$ cat config.mk
export PLATFORM = sky130hd
export DESIGN_NAME = dac_serial_front
export DESIGN_NICKNAME = d
export VERILOG_FILES = /design/src/rtl/dac_fe_pkg.sv /design/src/rtl/dac_sync_bit.sv /design/src/rtl/dac_frame_rx.sv /design/src/rtl/dac_reg_bank.sv /design/src/rtl/dac_clamp_mux.sv /design/src/rtl/dac_serial_front.sv
export SDC_FILE = /design/constraint.sdc
export NUM_CORES = 1
export LEC_CHECK = 0
export BUFFER_PORTS_ARGS = -buffer_cell sky130_fd_sc_hd__buf_2
export CORE_MARGIN = 3
export CORE_UTILIZATION = 50
export DETAILED_ROUTE_END_ITERATION = 8
export PLACE_DENSITY_LB_ADDON = 0.05
export SYNTH_ARGS = -nofsm -noshare
export SYNTH_HDL_FRONTEND = slang
export SYNTH_SLANG_ARGS = --single-unit
$ cat constraint.sdc
create_clock -name clk -period 2.95 [get_ports clk]
set_input_delay 0.295 -clock clk [delete_from_list [all_inputs] [get_ports clk]]
set_output_delay 0.295 -clock clk [all_outputs]
set_load 0.02 [all_outputs]
$ cat src/rtl/dac_fe_pkg.sv
package dac_fe_pkg;
    localparam int DATA_W  = 16;
    localparam int CH_N    = 4;
    localparam int CH_AW   = 2;
    localparam int SEL_W   = 3;
    localparam int RSV_W   = 2;
    localparam int FRAME_W = 1 + SEL_W + CH_AW + RSV_W + DATA_W;
    localparam logic [SEL_W-1:0] SEL_DATA = 3'b010;

    typedef enum logic [1:0] {
        ST_IDLE,
        ST_SHIFT,
        ST_COMMIT,
        ST_DISCARD
    } rx_state_t;
endpackage

$ cat src/rtl/dac_sync_bit.sv
module dac_sync_bit #(
    parameter int   STAGES  = 2,
    parameter logic RST_VAL = 1'b1
) (
    input  logic clk,
    input  logic rst_n,
    input  logic din,
    output logic lvl
);
    logic [STAGES-1:0] chain;

    generate
        for (genvar s = 0; s < STAGES; s++) begin : g_stage
            if (s == 0) begin : g_first
                always_ff @(posedge clk or negedge rst_n) begin
                    if (!rst_n) chain[0] <= RST_VAL;
                    else        chain[0] <= din;
                end
            end else begin : g_next
                always_ff @(posedge clk or negedge rst_n) begin
                    if (!rst_n) chain[s] <= RST_VAL;
                    else        chain[s] <= chain[s-1];
                end
            end
        end
    endgenerate

    assign lvl = chain[STAGES-1];
endmodule

$ cat src/rtl/dac_frame_rx.sv
module dac_frame_rx
    import dac_fe_pkg::*;
#(
    parameter int FW = FRAME_W,
    parameter int DW = DATA_W,
    parameter int AW = CH_AW
) (
    input  logic          clk,
    input  logic          rst_n,
    input  logic          sync_lvl,
    input  logic          sync_fall,
    input  logic          sync_rise,
    input  logic          sclk_fall,
    input  logic          sclk_rise,
    input  logic          sdin_lvl,
    output logic          wr_en,
    output logic [AW-1:0] wr_ch,
    output logic [DW-1:0] wr_data,
    output logic          sdo
);
    localparam int CNT_W = $clog2(FW + 2);
    localparam logic [CNT_W-1:0] CNT_FULL = CNT_W'(FW);
    localparam logic [CNT_W-1:0] CNT_SAT  = CNT_W'(FW + 1);

    rx_state_t        state_q, state_d;
    logic [FW-1:0]    shreg;
    logic [CNT_W-1:0] cnt;
    logic             sdo_q;
    logic             is_write;

    always_ff @(posedge clk or negedge rst_n) begin
        if (!rst_n) state_q <= ST_IDLE;
        else        state_q <= state_d;
    end

    always_comb begin
        state_d = state_q;
        unique case (state_q)
            ST_IDLE:    if (sync_fall) state_d = ST_SHIFT;
            ST_SHIFT:   if (sync_rise) state_d = (cnt == CNT_FULL) ? ST_COMMIT : ST_DISCARD;
            ST_COMMIT:  state_d = ST_IDLE;
            ST_DISCARD: state_d = ST_IDLE;
        endcase
    end

    always_ff @(posedge clk or negedge rst_n) begin
        if (!rst_n) begin
            shreg <= '0;
            cnt   <= '0;
        end else if (state_q == ST_IDLE && sync_fall) begin
            cnt <= '0;
        end else if (state_q == ST_SHIFT && sclk_fall && !sync_lvl) begin
            shreg <= {shreg[FW-2:0], sdin_lvl};
            if (cnt != CNT_SAT) cnt <= cnt + 1'b1;
        end
    end

    always_ff @(posedge clk or negedge rst_n) begin
        if (!rst_n)                               sdo_q <= 1'b0;
        else if (state_q == ST_SHIFT && sclk_rise) sdo_q <= shreg[FW-1];
    end

    assign is_write = !shreg[FW-1]
                   && (shreg[FW-2 -: SEL_W] == SEL_DATA)
                   && (shreg[DW +: RSV_W] == '0);

    always_comb begin
        wr_en = 1'b0;
        unique case (state_q)
            ST_IDLE:    wr_en = 1'b0;
            ST_SHIFT:   wr_en = 1'b0;
            ST_COMMIT:  wr_en = is_write;
            ST_DISCARD: wr_en = 1'b0;
        endcase
    end

    assign wr_ch   = shreg[DW+RSV_W +: AW];
    assign wr_data = shreg[DW-1:0];
    assign sdo     = sdo_q;
endmodule

$ cat src/rtl/dac_reg_bank.sv
module dac_reg_bank
    import dac_fe_pkg::*;
#(
    parameter int NCH = CH_N,
    parameter int DW  = DATA_W,
    parameter int AW  = CH_AW
) (
    input  logic              clk,
    input  logic              rst_n,
    input  logic              wr_en,
    input  logic [AW-1:0]     wr_ch,
    input  logic [DW-1:0]     wr_data,
    input  logic              ldac_lvl,
    input  logic              ldac_fall,
    input  logic              clr_fall,
    output logic [NCH*DW-1:0] in_flat,
    output logic [NCH*DW-1:0] out_flat
);
    generate
        for (genvar c = 0; c < NCH; c++) begin : g_ch
            logic [DW-1:0] in_q, out_q;
            logic          hit;
            assign hit = wr_en && (wr_ch == AW'(c));

            always_ff @(posedge clk or negedge rst_n) begin
                if (!rst_n)    in_q <= '0;
                else if (clr_fall) in_q <= '0;
                else if (hit)  in_q <= wr_data;
            end

            always_ff @(posedge clk or negedge rst_n) begin
                if (!rst_n)                 out_q <= '0;
                else if (clr_fall)          out_q <= '0;
                else if (hit && !ldac_lvl)  out_q <= wr_data;
                else if (ldac_fall)         out_q <= in_q;
            end

            assign in_flat[c*DW +: DW]  = in_q;
            assign out_flat[c*DW +: DW] = out_q;
        end
    endgenerate
endmodule

$ cat src/rtl/dac_clamp_mux.sv
module dac_clamp_mux
    import dac_fe_pkg::*;
#(
    parameter int NCH = CH_N,
    parameter int DW  = DATA_W
) (
    input  logic [NCH*DW-1:0] out_flat,
    input  logic              clamp,
    input  logic              twos_comp,
    output logic [NCH*DW-1:0] codes
);
    localparam logic [DW-1:0] MID = {1'b1, {(DW-1){1'b0}}};
    logic [DW-1:0] zero_code;

    assign zero_code = twos_comp ? '0 : MID;

    generate
        for (genvar c = 0; c < NCH; c++) begin : g_ch
            assign codes[c*DW +: DW] = clamp ? zero_code : out_flat[c*DW +: DW];
        end
    endgenerate
endmodule

$ cat src/rtl/dac_serial_front.sv
module dac_serial_front
    import dac_fe_pkg::*;
#(
    parameter int NCH     = CH_N,
    parameter int DW      = DATA_W,
    parameter int AW      = CH_AW,
    parameter int STAGES  = 2
) (
    input  logic              clk,
    input  logic              rst_n,
    input  logic              sync_n,
    input  logic              sclk,
    input  logic              sdin,
    input  logic              ldac_n,
    input  logic              clr_n,
    input  logic              rstin_n,
    input  logic              twos_comp,
    output logic              sdo,
    output logic [NCH*DW-1:0] dac_codes,
    output logic              clamp_active
);
    localparam int NIN = 6;
    localparam int NEDGE = 4;
    // index map: 0 sync, 1 sclk, 2 ldac, 3 clr, 4 sdin, 5 rstin
    localparam logic [NIN-1:0] RST_VALS = 6'b101101;

    logic [NIN-1:0]   raw_in, lvl;
    logic [NEDGE-1:0] prv;
    logic             sync_lvl, sync_fall, sync_rise;
    logic             sclk_fall, sclk_rise;
    logic             ldac_lvl, ldac_fall, clr_fall;
    logic             wr_en;
    logic [AW-1:0]    wr_ch;
    logic [DW-1:0]    wr_data;
    logic [NCH*DW-1:0] in_flat, out_flat;

    assign raw_in = {rstin_n, sdin, clr_n, ldac_n, sclk, sync_n};

    generate
        for (genvar i = 0; i < NIN; i++) begin : g_sync
            dac_sync_bit #(.STAGES(STAGES), .RST_VAL(RST_VALS[i])) i_sync (
                .clk   (clk),
                .rst_n (rst_n),
                .din   (raw_in[i]),
                .lvl   (lvl[i])
            );
        end
    endgenerate

    always_ff @(posedge clk or negedge rst_n) begin
        if (!rst_n) prv <= RST_VALS[NEDGE-1:0];
        else        prv <= lvl[NEDGE-1:0];
    end

    assign sync_lvl  = lvl[0];
    assign sync_fall = prv[0] & ~lvl[0];
    assign sync_rise = ~prv[0] & lvl[0];
    assign sclk_fall = prv[1] & ~lvl[1];
    assign sclk_rise = ~prv[1] & lvl[1];
    assign ldac_lvl  = lvl[2];
    assign ldac_fall = prv[2] & ~lvl[2];
    assign clr_fall  = prv[3] & ~lvl[3];

    dac_frame_rx #(.FW(FRAME_W), .DW(DW), .AW(AW)) i_rx (
        .clk       (clk),
        .rst_n     (rst_n),
        .sync_lvl  (sync_lvl),
        .sync_fall (sync_fall),
        .sync_rise (sync_rise),
        .sclk_fall (sclk_fall),
        .sclk_rise (sclk_rise),
        .sdin_lvl  (lvl[4]),
        .wr_en     (wr_en),
        .wr_ch     (wr_ch),
        .wr_data   (wr_data),
        .sdo       (sdo)
    );

    dac_reg_bank #(.NCH(NCH), .DW(DW), .AW(AW)) i_bank (
        .clk       (clk),
        .rst_n     (rst_n),
        .wr_en     (wr_en),
        .wr_ch     (wr_ch),
        .wr_data   (wr_data),
        .ldac_lvl  (ldac_lvl),
        .ldac_fall (ldac_fall),
        .clr_fall  (clr_fall),
        .in_flat   (in_flat),
        .out_flat  (out_flat)
    );

    assign clamp_active = ~lvl[5];

    dac_clamp_mux #(.NCH(NCH), .DW(DW)) i_mux (
        .out_flat  (out_flat),
        .clamp     (clamp_active),
        .twos_comp (twos_comp),
        .codes     (dac_codes)
    );
endmodule

; Word-level counts from Yosys, hierarchy flattened
; Index checks and enable logic that the tools add are counted.
[classes]
addsub = 1
multipliers = 0
div_mod_pow = 0
n_lt_le_gt_ge = 0
n_eq_ne = 11
shifts = 0
muxes = 33
bitwise_logic = 14
n_reduce_logical = 35
[op_table]
columns = cell, n
row1 = 2-to-1 mux 16 bit, 25
row2 = 2-to-1 mux 5 bit, 3
row3 = logical AND 1 bit, 14
row4 = nonzero test 2 bit, 6
row5 = nonzero test 3 bit, 4
row6 = == test 2 bit (second input constant), 4
row7 = NOT 1 bit, 8
row8 = bitwise AND 1 bit, 6
row9 = logical NOT 2 bit, 3
row10 = case mux 2 bit (3 select lines), 1
row11 = AND reduction 2 bit, 3
row12 = adder 5 x 1 -> 5 bit (second input constant), 1
row13 = == test 5 bit (second input constant), 1
row14 = inequality test 5 bit (second input constant), 1
row15 = == test 2 x 1 -> 1 bit (second input constant), 2
row16 = 2-to-1 mux 2 bit, 2
row17 = inequality test 2 x 1 -> 1 bit (second input constant), 2
row18 = == test 3 x 2 -> 1 bit (second input constant), 1
row19 = logical NOT 1 bit, 3
row20 = OR reduction 3 bit, 1
row21 = case mux 1 bit (2 select lines), 1
row22 = OR reduction 2 bit, 1
row23 = 2-to-1 mux 1 bit, 1
[word_totals]
ff_bits = 176
latchBits = 0
ramBits = 0
mem_bits_ro = 0
inputBits = 9
mem_count = 0

; Depth between registers and ports, before layout
; Gate-level depths: netlist of the first run.
[logic_depth]
depth_word = 8
depth_mapped = 6
mapped_depth_nobuf = 6

; Cells and area by module
; Synthesis of the first run repeated with hierarchy kept, for this count alone.
[unflattened]
hier_cells = 856
area_unflattened_um2 = 8316.7
[modules_own_cells]
columns = mod, n_inst, cells_each, area_per_inst_um2
row1 = dac_reg_bank, 1, 591, 5868.1
row2 = dac_frame_rx, 1, 166, 1497.7
row3 = dac_clamp_mux, 1, 76, 485.5
row4 = dac_sync_bit (g_sync[0].i_sync ...), 4, 2, 52.6
row5 = dac_serial_front, 1, 11, 155.1
row6 = dac_sync_bit (g_sync[1].i_sync ...), 2, 2, 50.0

; Worst setup path after synthesis of the first run
; Ideal clock, no wire load.
[synth_timing]
kind = flip-flop to flip-flop
from = reg i_rx.shreg[23]
to = reg i_bank.g_ch[3].out_q[10]
arrival_ps = 1827
required_time_ps = 2827
path_slack_ps = 1000
path_stages_with_launch = 7
path_buffers = 2
synth_period_minus_slack_ps = 1950
path_cell_list = dfrtp_1 -> or4_4 -> or4_1 -> buf_2 -> buf_6 -> nand3_1 -> o21ai_2
[synth_between]
elab_chain_len = 8
word_cells_on_any_way = 9
[synth_rtl]
columns = item, line_no
row1 = "start, declared", dac_frame_rx.sv:26  ; logic [FW-1:0] shreg;
row2 = "start signal, assigned", dac_frame_rx.sv:53  ; shreg <= {shreg[FW-2:0], sdin_lvl};
row3 = logical NOT 1 bit *, dac_frame_rx.sv:63  ; assign is_write = !shreg[FW-1]
row4 = logical AND 1 bit *, dac_frame_rx.sv:64  ; && (shreg[FW-2 -: SEL_W] == SEL_DATA)
row5 = logical AND 1 bit *, dac_frame_rx.sv:65  ; && (shreg[DW +: RSV_W] == '0);
row6 = case mux 1 bit (2 select lines) *, dac_frame_rx.sv:69  ; unique case (state_q)
row7 = logical AND 1 bit *, dac_reg_bank.sv:23  ; assign hit = wr_en && (wr_ch == AW'(c));
row8 = logical AND 1 bit *, dac_reg_bank.sv:34  ; else if (hit && !ldac_lvl) out_q <= wr_data;
row9 = 2-to-1 mux 16 bit, dac_reg_bank.sv:34
row10 = 2-to-1 mux 16 bit, dac_reg_bank.sv:33  ; else if (clr_fall) out_q <= '0;
row11 = "end signal, assigned", dac_reg_bank.sv:34
row12 = "end signal, assigned", dac_reg_bank.sv:35  ; else if (ldac_fall) out_q <= in_q;
row13 = "end, declared", dac_reg_bank.sv:21  ; logic [DW-1:0] in_q, out_q;
; Every way passes the cells marked *; elsewhere a longest branch is shown, timed or not.
; A chain may end at the register's enable or synchronous reset.

; Worst setup path after layout of the first run
[layout_timing]
from = reg g_sync[5].i_sync.chain[1]
to = out dac_codes[49]
[layout_between]
elab_chain_len = 1
[layout_rtl]
columns = item, line_no
row1 = "start, declared", dac_sync_bit.sv:10  ; logic [STAGES-1:0] chain;
row2 = "start signal, assigned by index", dac_sync_bit.sv:22  ; else chain[s] <= chain[s-1];
row3 = 2-to-1 mux 16 bit, dac_clamp_mux.sv:19  ; assign codes[c*DW +: DW] = clamp ? zero_code : out_flat[c*DW +: DW];
row4 = "end, declared", dac_serial_front.sv:19  ; output logic [NCH*DW-1:0] dac_codes,
; No other way between the ends.

==> qor.yml, run 1 <==
status:
  run_status: "finished, final reports clean"
critical_path:
  crit_family: "flip-flops"
  crit_chain: "buf_4 > and2_1 > buf_2"
  rr_startpoint: "i_rx.shreg[23]$_DFFE_PN0P_"
  ff2ff_setup_slack_ns: 0.56
  critPathSlowestCell: "dfstp_2"
  cp_slowest_stage_delay_ns: 1.02
  critPathLaunchType: "flop"
  worstSetupEndpointType: "output pin"
  crit_arrival_ns: 2.12
  rr_worst_depth: 4
  r2r-end: "i_bank.g_ch[2].in_q[12]$_DFFE_PN0P_"
  required_ns: 2.65
  path_buf_inv: 2
  cp_max_fo: 45
  path_class: "flop to output pin"
synthesis:
  synthCells: 715
  synth_xor_area_share_pct: 0.333
  synth_fa_ha_area_share_pct: 0.476
  synth_top_family_by_area: "simple AND/OR/NAND/NOR gates"
  syn_avg_cell_area_sq_um: 11.0
  synth_seq_area_share_pct: 56.0
  yosysWarnings: 0
  synth_edf_count: 0
  synthSimpleGateAreaFrac_pct: 16.9
  synth_compound_area_share_pct: 9.08
  syn_area_sq_um: 7890
  synth.distinct_cells: 36
  synth_top_flop_cell: "dfrtp_1"
  synthMuxAreaShare_pct: 13.0
  ys_seq_elements: 176
  syn-num-nets: 727
  async_flop_share_pct: 100
power_and_ir_drop:
  power_frac_seq_pct: 49.8
  switching_power_w: 0.00122
  powerDensity_nw_per_um2: 567
  pwr-share-comb_pct: 7.0
  pwr-share-clk_pct: 43.2
  p_int_w: 0.00390
  peakVddDrop_v: 0.000383
  p_sw_share_pct: 23.9
  p_leak_nw: 4.28
  finalPower_w: 0.00512
cts:
  cts_htree_levels: 4
  clock_latency_ns: 0.42
  clk_pin_slew_worst_paths_ns: 0.06
  cts_tree: "done"
  cts_max_path_buffers: 2
  root_buffer: "clkbuf_16"
  clock-sinks: 176
  cts_buffers: 17
  postCtsResizedCells: 0
drt:
  wl_met3_um: 682
  met2_length_um: 8330
  top_layer: "met4"
  drtIter0Drc: 583
  wl_per_cell_um: 17.5
  ant_nets: 0
  vias: 5460
  routed_via_density: 5.50
  dr.pass1.iters: 5
  routed_wl_um: 17400
  wl_met1_um: 8100
  drc: 0
timing:
  rsz0062_at_grt: "false"
  report.final.hold_viol_count: 0
  period_share_pct: 81.9
  skew_ns: 0.00950
  finalCriticalPeriod_ns: 2.42
  tns_ns: 0
  slew_headroom_pct: 34.1
  worst_slew_pin_slew_ns: 0.989
  drv_slew: 0
  setup_violations: 0
  timing.fmax_mhz: 414
final_layout:
  syn2layout_area_growth_pct: 14.5
  diodes: 0
  nets: 781
  fillCellCount: 1292
  drive_above_1_share_pct: 29.9
grt:
  antenna_found_initial: 0
  grt_pass1_vias: 5343
  overflow: 0
  grt.total_usage_pct: 20.6
  grt_max_degree: 112
  grt_pass1_wl_um: 28400
job:
  drv_cap: 0
die:
  core_sq_um: 15300
  num_rows: 45
  start_util_pct: 51.5
  chipHeight_um: 132
  dieArea_sq_um: 17300
  io-pin-count: 75
  fp.dieW_um: 132
placement:
  gp_congestion: 0.756
  port_buffers: 74
  hpwl_um: 10600
worst_hold_path:
  hold_class: "flop to flop"
  min-delay-start: "g_sync[2].i_sync.chain[0]$_DFF_PN1_"
  holdPathEnd: "g_sync[2].i_sync.lvl$_DFF_PN1_"
  hold_path_depth: 0
==> Yosys cell counts (2+ instances only) <==
library cell,count,area share [%]
dfrtp_1,165,52
nand3_1,128,8.1
mux2_2,89,13
o21ai_0,64,4.1
and2_1,60,4.8
o21ai_1,52,3.3
clkbuf_1,31,1.5
nand2_1,19,0.90
buf_1,13,0.62
buf_6,12,1.7
dfstp_2,11,3.7
o21ai_2,11,1.2
nor2_1,7,0.33
inv_1,5,0.24
nand4_1,5,0.40
nor3_1,5,0.32
a21o_1,4,0.38
buf_2,4,0.25
nand2b_1,4,0.32
or4_1,4,0.38
ha_1,3,0.48
a21oi_1,2,0.13
mux2i_1,2,0.25
nor4bb_1,2,0.25
xnor2_1,2,0.22
==> cells by family after synthesis <==
kind of cell	count (synthesis)
buf+inv	65
compound gates	133
simple gates	244
fa+ha+maj	3
flops	176
mux	91
xor+xnor	3
==> stage by stage <==
| step | area (sq um) | util (%) | cells | hold slack, ns | setup slack (ns) |
|---|---|---|---|---|---|
| after detailed placement | 8380 | 54.7 | 954 | 0.336 | 0.565 |
| after CTS | 9030 | 59.0 | 993 | 0.355 | 0.484 |
| final | 9030 | 59.0 | 993 | 0.353 | 0.535 |
| after global placement | 8380 | 54.7 | 954 | 0.343 | 0.627 |
| after floorplan | 7890 | - | 715 | -0.000591 | 1.00 |
| after global routing | 9030 | 59.0 | 993 | 0.356 | 0.384 |
==> power groups by stage <==
stage	registers [W]	clock network (W)	logic (W)
global route	0.00256	0.00235	0.000396
detailed placement	0.00259	0	0.000358
global placement	0.00259	0	0.000347
finish	0.00255	0.00221	0.000358
floorplan	0.00257	0	0.000206
CTS	0.00255	0.00226	0.000366
==> per-layer routing <==
metal	up-vias	global-route usage [%]
met3	19	3.94
met4	0	6.36
li1	2640	-
met2	107	32.5
met5	-	0
met1	2694	29.1
==> sequential cells by signal, summed over array words and instances, names as in the netlist <==
register	cells
i_rx.cnt	5
i_rx.state_q	2
i_bank.g_ch.in_q	64
i_rx.shreg	24
g_sync.i_sync.lvl	6
prv	4
i_bank.g_ch.out_q	64
g_sync.i_sync.chain	6
i_rx.sdo	1
==> cells in the final DEF (no fill, tap or decap), types with 2 or more instances in the layout <==
cell	n
a21o_1	4
a21oi_1	2
and2_1	60
buf_12	4
buf_2	73
buf_4	10
bufinv_16	2
clkbuf_16	17
clkbuf_8	3
clkinv_2	6
clkinvlp_4	2
dfrtp_1	165
dfstp_2	11
dlygate4sd3_1	7
ha_1	3
inv_1	5
mux2_2	89
mux2i_1	2
nand2_1	19
nand2b_1	2
nand3_1	128
nand4_1	5
nor2_1	6
nor3_1	5
nor4bb_1	2
o21ai_0	64
o21ai_1	52
o21ai_2	11
or4_1	4
xnor2_1	2
==> final cells by class <==
type | count | area (sq um) | area share, %
Sequential cell | 176 | 4420 | 48.9
Clock buffer | 21 | 470 | 5.21
Tap cell | 211 | 264 | 2.92
Clock inverter | 11 | 114 | 1.26
Inverter | 5 | 18.8 | 0.208
Multi-Input combinational cell | 474 | 3150 | 34.8
Timing Repair Buffer | 95 | 602 | 6.66
==> how the worst max path moves through the flow <==
stage	start	endpoint	slack, ns	depth (start not counted)
2_1_floorplan	i_rx.shreg[23]$_DFFE_PN0P_	i_bank.g_ch[3].out_q[10]$_DFFE_PN0P_	1.0	6
3_3_place_gp	i_rx.shreg[23]$_DFFE_PN0P_	i_bank.g_ch[2].in_q[15]$_DFFE_PN0P_	0.63	4
3_5_place_dp	i_rx.shreg[23]$_DFFE_PN0P_	i_bank.g_ch[2].in_q[12]$_DFFE_PN0P_	0.57	4
4_1_cts	g_sync[5].i_sync.lvl$_DFF_PN1_	dac_codes[49]	0.48	3
5_1_grt	g_sync[5].i_sync.lvl$_DFF_PN1_	dac_codes[49]	0.38	3
6_report	g_sync[5].i_sync.lvl$_DFF_PN1_	dac_codes[49]	0.53	3
==> what timing repair did <==
| action | 4_1_cts | 5_1_grt |
|---|---|---|
| hold buffers | 7 | 0 |
| endpoints found under the hold margin | 108 | 0 |
| setup buffers | 0 | 0 |
Note: power is estimated with default switching activity, not from simulation.
==> run 2: changes to the inputs <==
Clock period 2.95 ns to 2.16 ns, I/O delays scaled along.
==> run 2 against run 1 <==
Net effect:
- die area is the same
- wire length grew 2.0%
- utilization grew 0.29 points
- largest cell class unchanged
==> qor.yml, run 2 (synthesized netlist as in run 1, its figures left out) <==
grt:
  grt.total_usage_pct: 21.2
  grt_max_degree: 67
  overflow: 0
  grt_pass1_vias: 5433
  antenna_found_initial: 0
  grt_pass1_wl_um: 28900
die:
  chipHeight_um: 132
  num_rows: 45
  start_util_pct: 51.5
  fp.dieW_um: 132
  io-pin-count: 75
  dieArea_sq_um: 17300
  core_sq_um: 15300
drt:
  routed_via_density: 5.51
  routed_wl_um: 17700
  dr.pass1.iters: 4
  wl_per_cell_um: 17.7
  drtIter0Drc: 384
  vias: 5527
  ant_nets: 0
  drc: 0
critical_path:
  critPathLaunchType: "flop"
  crit_arrival_ns: 2.36
  cp_max_fo: 31
  required_ns: 2.46
  worstSetupEndpointType: "flop"
  path_class: "flop to flop"
cts:
  clock-sinks: 176
  cts_buffers: 17
  cts_htree_levels: 4
  clk_pin_slew_worst_paths_ns: 0.06
  cts_tree: "done"
  cts_hold_buffers: 7
  root_buffer: "clkbuf_16"
  cts_max_path_buffers: 2
  postCtsResizedCells: 0
  clock_latency_ns: 0.43
  post-cts-setup-buffers: 0
timing:
  tns_ns: 0
  period_share_pct: 95.5
  timing.fmax_mhz: 485
  skew_ns: 0.00727
  finalCriticalPeriod_ns: 2.06
  drv_slew: 0
  rsz0062_at_grt: "false"
  worst_slew_pin_slew_ns: 0.674
  slew_headroom_pct: 55.1
  report.final.hold_viol_count: 0
  setup_violations: 0
final_layout:
  top_regs: "i_bank.g_ch.in_q x64, i_bank.g_ch.out_q x64, i_rx.shreg x24"
  fin_area_sq_um: 9080
  diodes: 0
  drive_above_1_share_pct: 29.9
  syn2layout_area_growth_pct: 15.0
  layout_commonest_cell: "dfrtp_1"
  nets: 791
  final_cell_mix: "165 x dfrtp_1, 128 x nand3_1, 89 x mux2_2"
status:
  run_status: "finished, final reports clean"
placement:
  port_buffers: 74
  hpwl_um: 11000
  gp_congestion: 0.771
  post_dp_cell_area_sq_um: 8490
power_and_ir_drop:
  peakVddDrop_v: 0.000521
  powerDensity_nw_per_um2: 742
  p_leak_nw: 4.31
worst_hold_path:
  hold_class: "input pin to async pin"
job:
  drv_cap: 0
## run 2: cell type report
cell class / instances / area, sq um
clock buffers: 27 / 483
clock inverters: 5 / 32.5
fillers: 1318 / 6240
inverters: 5 / 18.8
multi-input cells: 474 / 3150
flip-flops and latches: 176 / 4420
well taps: 211 / 264
repair buffers: 105 / 714
## run 2: metrics by stage
stage	setup slack (ns)	utilization [%]	cells	hold WS (ns)	total power, W
2_1_floorplan	0.210	-	715	-0.0796	0.00379
3_3_place_gp	0.141	55.5	964	0.196	0.00403
3_5_place_dp	0.113	55.5	964	0.209	0.00406
4_1_cts	0.102	59.3	1003	0.326	0.00682
5_1_grt	0.0262	59.3	1003	0.345	0.00700
6_report	0.0967	59.3	1003	0.317	0.00673
## run 2: where the power goes
group,switching (W),internal (W),leakage (nW)
registers,0.0000725,0.00339,2.40
clock network,0.00121,0.00153,0.242
logic,0.000374,0.000162,1.67
total,0.00165,0.00508,4.31
## run 2: layer usage
| layer | track usage, % | routed length [um] | vias up | part of all wire [%] |
|---|---|---|---|---|
| li1 | - | - | 2667 | - |
| met1 | 29.2 | 8490 | 2760 | 48 |
| met2 | 33.9 | 8410 | 78 | 47 |
| met3 | 4.52 | 545 | 22 | 3.1 |
| met4 | 6.77 | 294 | 0 | 1.7 |
| met5 | 0 | 0 | - | 0 |
## run 2: final timing paths
| path | cells after the start | start | slack, ns | to |
|---|---|---|---|---|
| worst max-delay path | 5 | i_rx.shreg[23]$_DFFE_PN0P_ | 0.1 | i_bank.g_ch[3].out_q[11]$_DFFE_PN0P_ |
| min in group clk | 0 | g_sync[1].i_sync.chain[0]$_DFF_PN0_ | 0.35 | g_sync[1].i_sync.lvl$_DFF_PN0_ |
| max in group asynchronous | 3 | rst_n | 1.14 | i_rx.shreg[12]$_DFFE_PN0P_ |
| worst min register to register | 0 | g_sync[1].i_sync.chain[0]$_DFF_PN0_ | 0.35 | g_sync[1].i_sync.lvl$_DFF_PN0_ |
| worst min-delay path | 2 | rst_n | 0.32 | i_bank.g_ch[3].out_q[10]$_DFFE_PN0P_ |
| worst max register to register | 5 | i_rx.shreg[23]$_DFFE_PN0P_ | 0.1 | i_bank.g_ch[3].out_q[11]$_DFFE_PN0P_ |
## run 2: worst max-delay path: stages (launching register included)
cell and delay, ns:
dfrtp_1 0.40, or4_4 0.55, or4_1 0.58, buf_12 0.20, nand3_1 0.11, o21ai_1 0.08
==> run 3: changes to the inputs <==
Settings changed: MAX_ROUTING_LAYER set to met4.
==> run 3 against run 2 <==
Net effect:
- flip-flop and latch count unchanged
- critical path depth unchanged
- power decreased by 0.18%
- critical path type unchanged
- largest cell class unchanged
- combinational power about the same
- worst setup slack improved by 0.012 ns
- global-route usage increased by 0.60 points
- non-clock buffer count unchanged
- highest routed layer unchanged
- clock skew increased by 0.0023 ns
==> qor.yml, run 3 (synthesized netlist as in run 1, its figures left out) <==
status:
  run_status: "finished, final reports clean"
grt:
  antenna_found_initial: 0
  grt_pass1_wl_um: 28900
  overflow: 0
  grt.total_usage_pct: 21.8
  grt_pass1_vias: 5446
  grt_max_degree: 67
power_and_ir_drop:
  switching_power_w: 0.00164
  powerDensity_nw_per_um2: 740
  p_leak_nw: 4.31
  pwr-share-comb_pct: 7.9
  p_int_w: 0.00508
  pwr-share-clk_pct: 40.5
  power_frac_seq_pct: 51.6
  peakVddDrop_v: 0.000516
  p_sw_share_pct: 24.4
placement:
  post_dp_cell_area_sq_um: 8490
  gp_congestion: 0.781
  port_buffers: 74
  hpwl_um: 11000
timing:
  rsz0062_at_grt: "false"
  tns_ns: 0
  timing.fmax_mhz: 487
  slew_headroom_pct: 55.8
  period_share_pct: 95.0
  skew_ns: 0.00959
  worst_slew_pin_slew_ns: 0.663
  finalCriticalPeriod_ns: 2.05
  report.final.hold_viol_count: 0
  setup_violations: 0
  drv_slew: 0
critical_path:
  worstSetupEndpointType: "flop"
  ff2ff_setup_slack_ns: 0.11
  crit_arrival_ns: 2.34
  cp_max_fo: 31
  rr_worst_depth: 5
  path_class: "flop to flop"
  required_ns: 2.45
  critPathLaunchType: "flop"
die:
  num_rows: 45
  core_sq_um: 15300
  io-pin-count: 75
  start_util_pct: 51.5
  chipHeight_um: 132
  dieArea_sq_um: 17300
  fp.dieW_um: 132
final_layout:
  layout_commonest_cell: "dfrtp_1"
  top_regs: "i_bank.g_ch.in_q x64, i_bank.g_ch.out_q x64, i_rx.shreg x24"
  seqCellArea_sq_um: 4420
  drive_above_1_share_pct: 29.9
  fillCellCount: 1318
  nets: 791
  diodes: 0
  syn2layout_area_growth_pct: 15.0
  multiInputGateArea_sq_um: 3150
  fin_area_sq_um: 9080
  final_cell_mix: "165 x dfrtp_1, 128 x nand3_1, 89 x mux2_2"
cts:
  clock_latency_ns: 0.43
  clk_pin_slew_worst_paths_ns: 0.06
  cts_htree_levels: 4
  cts_buffers: 17
  post-cts-setup-buffers: 0
  root_buffer: "clkbuf_16"
  cts_max_path_buffers: 2
  cts_tree: "done"
  clock-sinks: 176
drt:
  drc: 0
  ant_nets: 0
  wl_per_cell_um: 17.6
  routed_via_density: 5.48
  vias: 5501
  drtIter0Drc: 389
  dr.pass1.iters: 5
  routed_wl_um: 17700
job:
  drv_cap: 0
worst_hold_path:
  hold_class: "input pin to async pin"
## run 3: cell counts in the layout (fill, tap and decap cells not counted)
No cell type changed its count.
## run 3: worst paths after layout
check,from,to
setup / recovery,i_rx.shreg[23]$_DFFE_PN0P_,i_bank.g_ch[3].out_q[8]$_DFFE_PN0P_
max in group asynchronous,rst_n,i_rx.shreg[12]$_DFFE_PN0P_
hold / removal,rst_n,i_bank.g_ch[3].out_q[10]$_DFFE_PN0P_
setup reg to reg,i_rx.shreg[23]$_DFFE_PN0P_,i_bank.g_ch[3].out_q[8]$_DFFE_PN0P_
min in group clk,g_sync[1].i_sync.chain[0]$_DFF_PN0_,g_sync[1].i_sync.lvl$_DFF_PN0_
hold reg to reg,g_sync[1].i_sync.chain[0]$_DFF_PN0_,g_sync[1].i_sync.lvl$_DFF_PN0_
## run 3: area by class of cell
type | instances | share of cell area (%)
sequential | 176 | 48.7
multi-input combinational | 474 | 34.7
timing repair buffer | 105 | 7.87
clock buffer | 27 | 5.32
tap | 211 | 2.91
clock inverter | 5 | 0.358
inverter | 5 | 0.207
## run 3: power by group through the flow
stage / Combinational [W] / Clock (W) / Sequential [W]
after CTS: 0.000548 / 0.00281 / 0.00346
final: 0.000532 / 0.00273 / 0.00347
after detailed placement: 0.000536 / 0 / 0.00352
after global placement: 0.000514 / 0 / 0.00351
after global routing: 0.000588 / 0.00294 / 0.00348
after floorplan: 0.000281 / 0 / 0.00351
## run 3: what timing repair did
item / CTS / global route
endpoints found under the hold margin: 52 / 0
hold buffers: 7 / 0
gates resized for setup: 0 / 0
## run 3: routing by layer
metal,track usage (%),up-vias,routed length [um]
met5,-,-,0
met1,29.3,2724,8210
met2,33.8,92,8620
li1,-,2669,-
met4,6.59,0,192
met3,4.36,16,665
## run 3: per-stage QoR
stage	utilization (%)	power (W)	hold slack, ns	cells	worst slack, ns
6_report	59.3	0.00672	0.315	1003	0.108
5_1_grt	59.3	0.00700	0.347	1003	0.0260
4_1_cts	59.3	0.00682	0.326	1003	0.102
3_5_place_dp	55.5	0.00406	0.209	964	0.113
3_3_place_gp	55.5	0.00403	0.196	964	0.141
2_1_floorplan	-	0.00379	-0.0796	715	0.210
## run 3: worst max-delay path: stages, from the launching register on
cell and delay, ns:
dfrtp_1 0.40, or4_4 0.55, or4_1 0.58, buf_12 0.20
nand3_1 0.12, o21ai_2 0.06
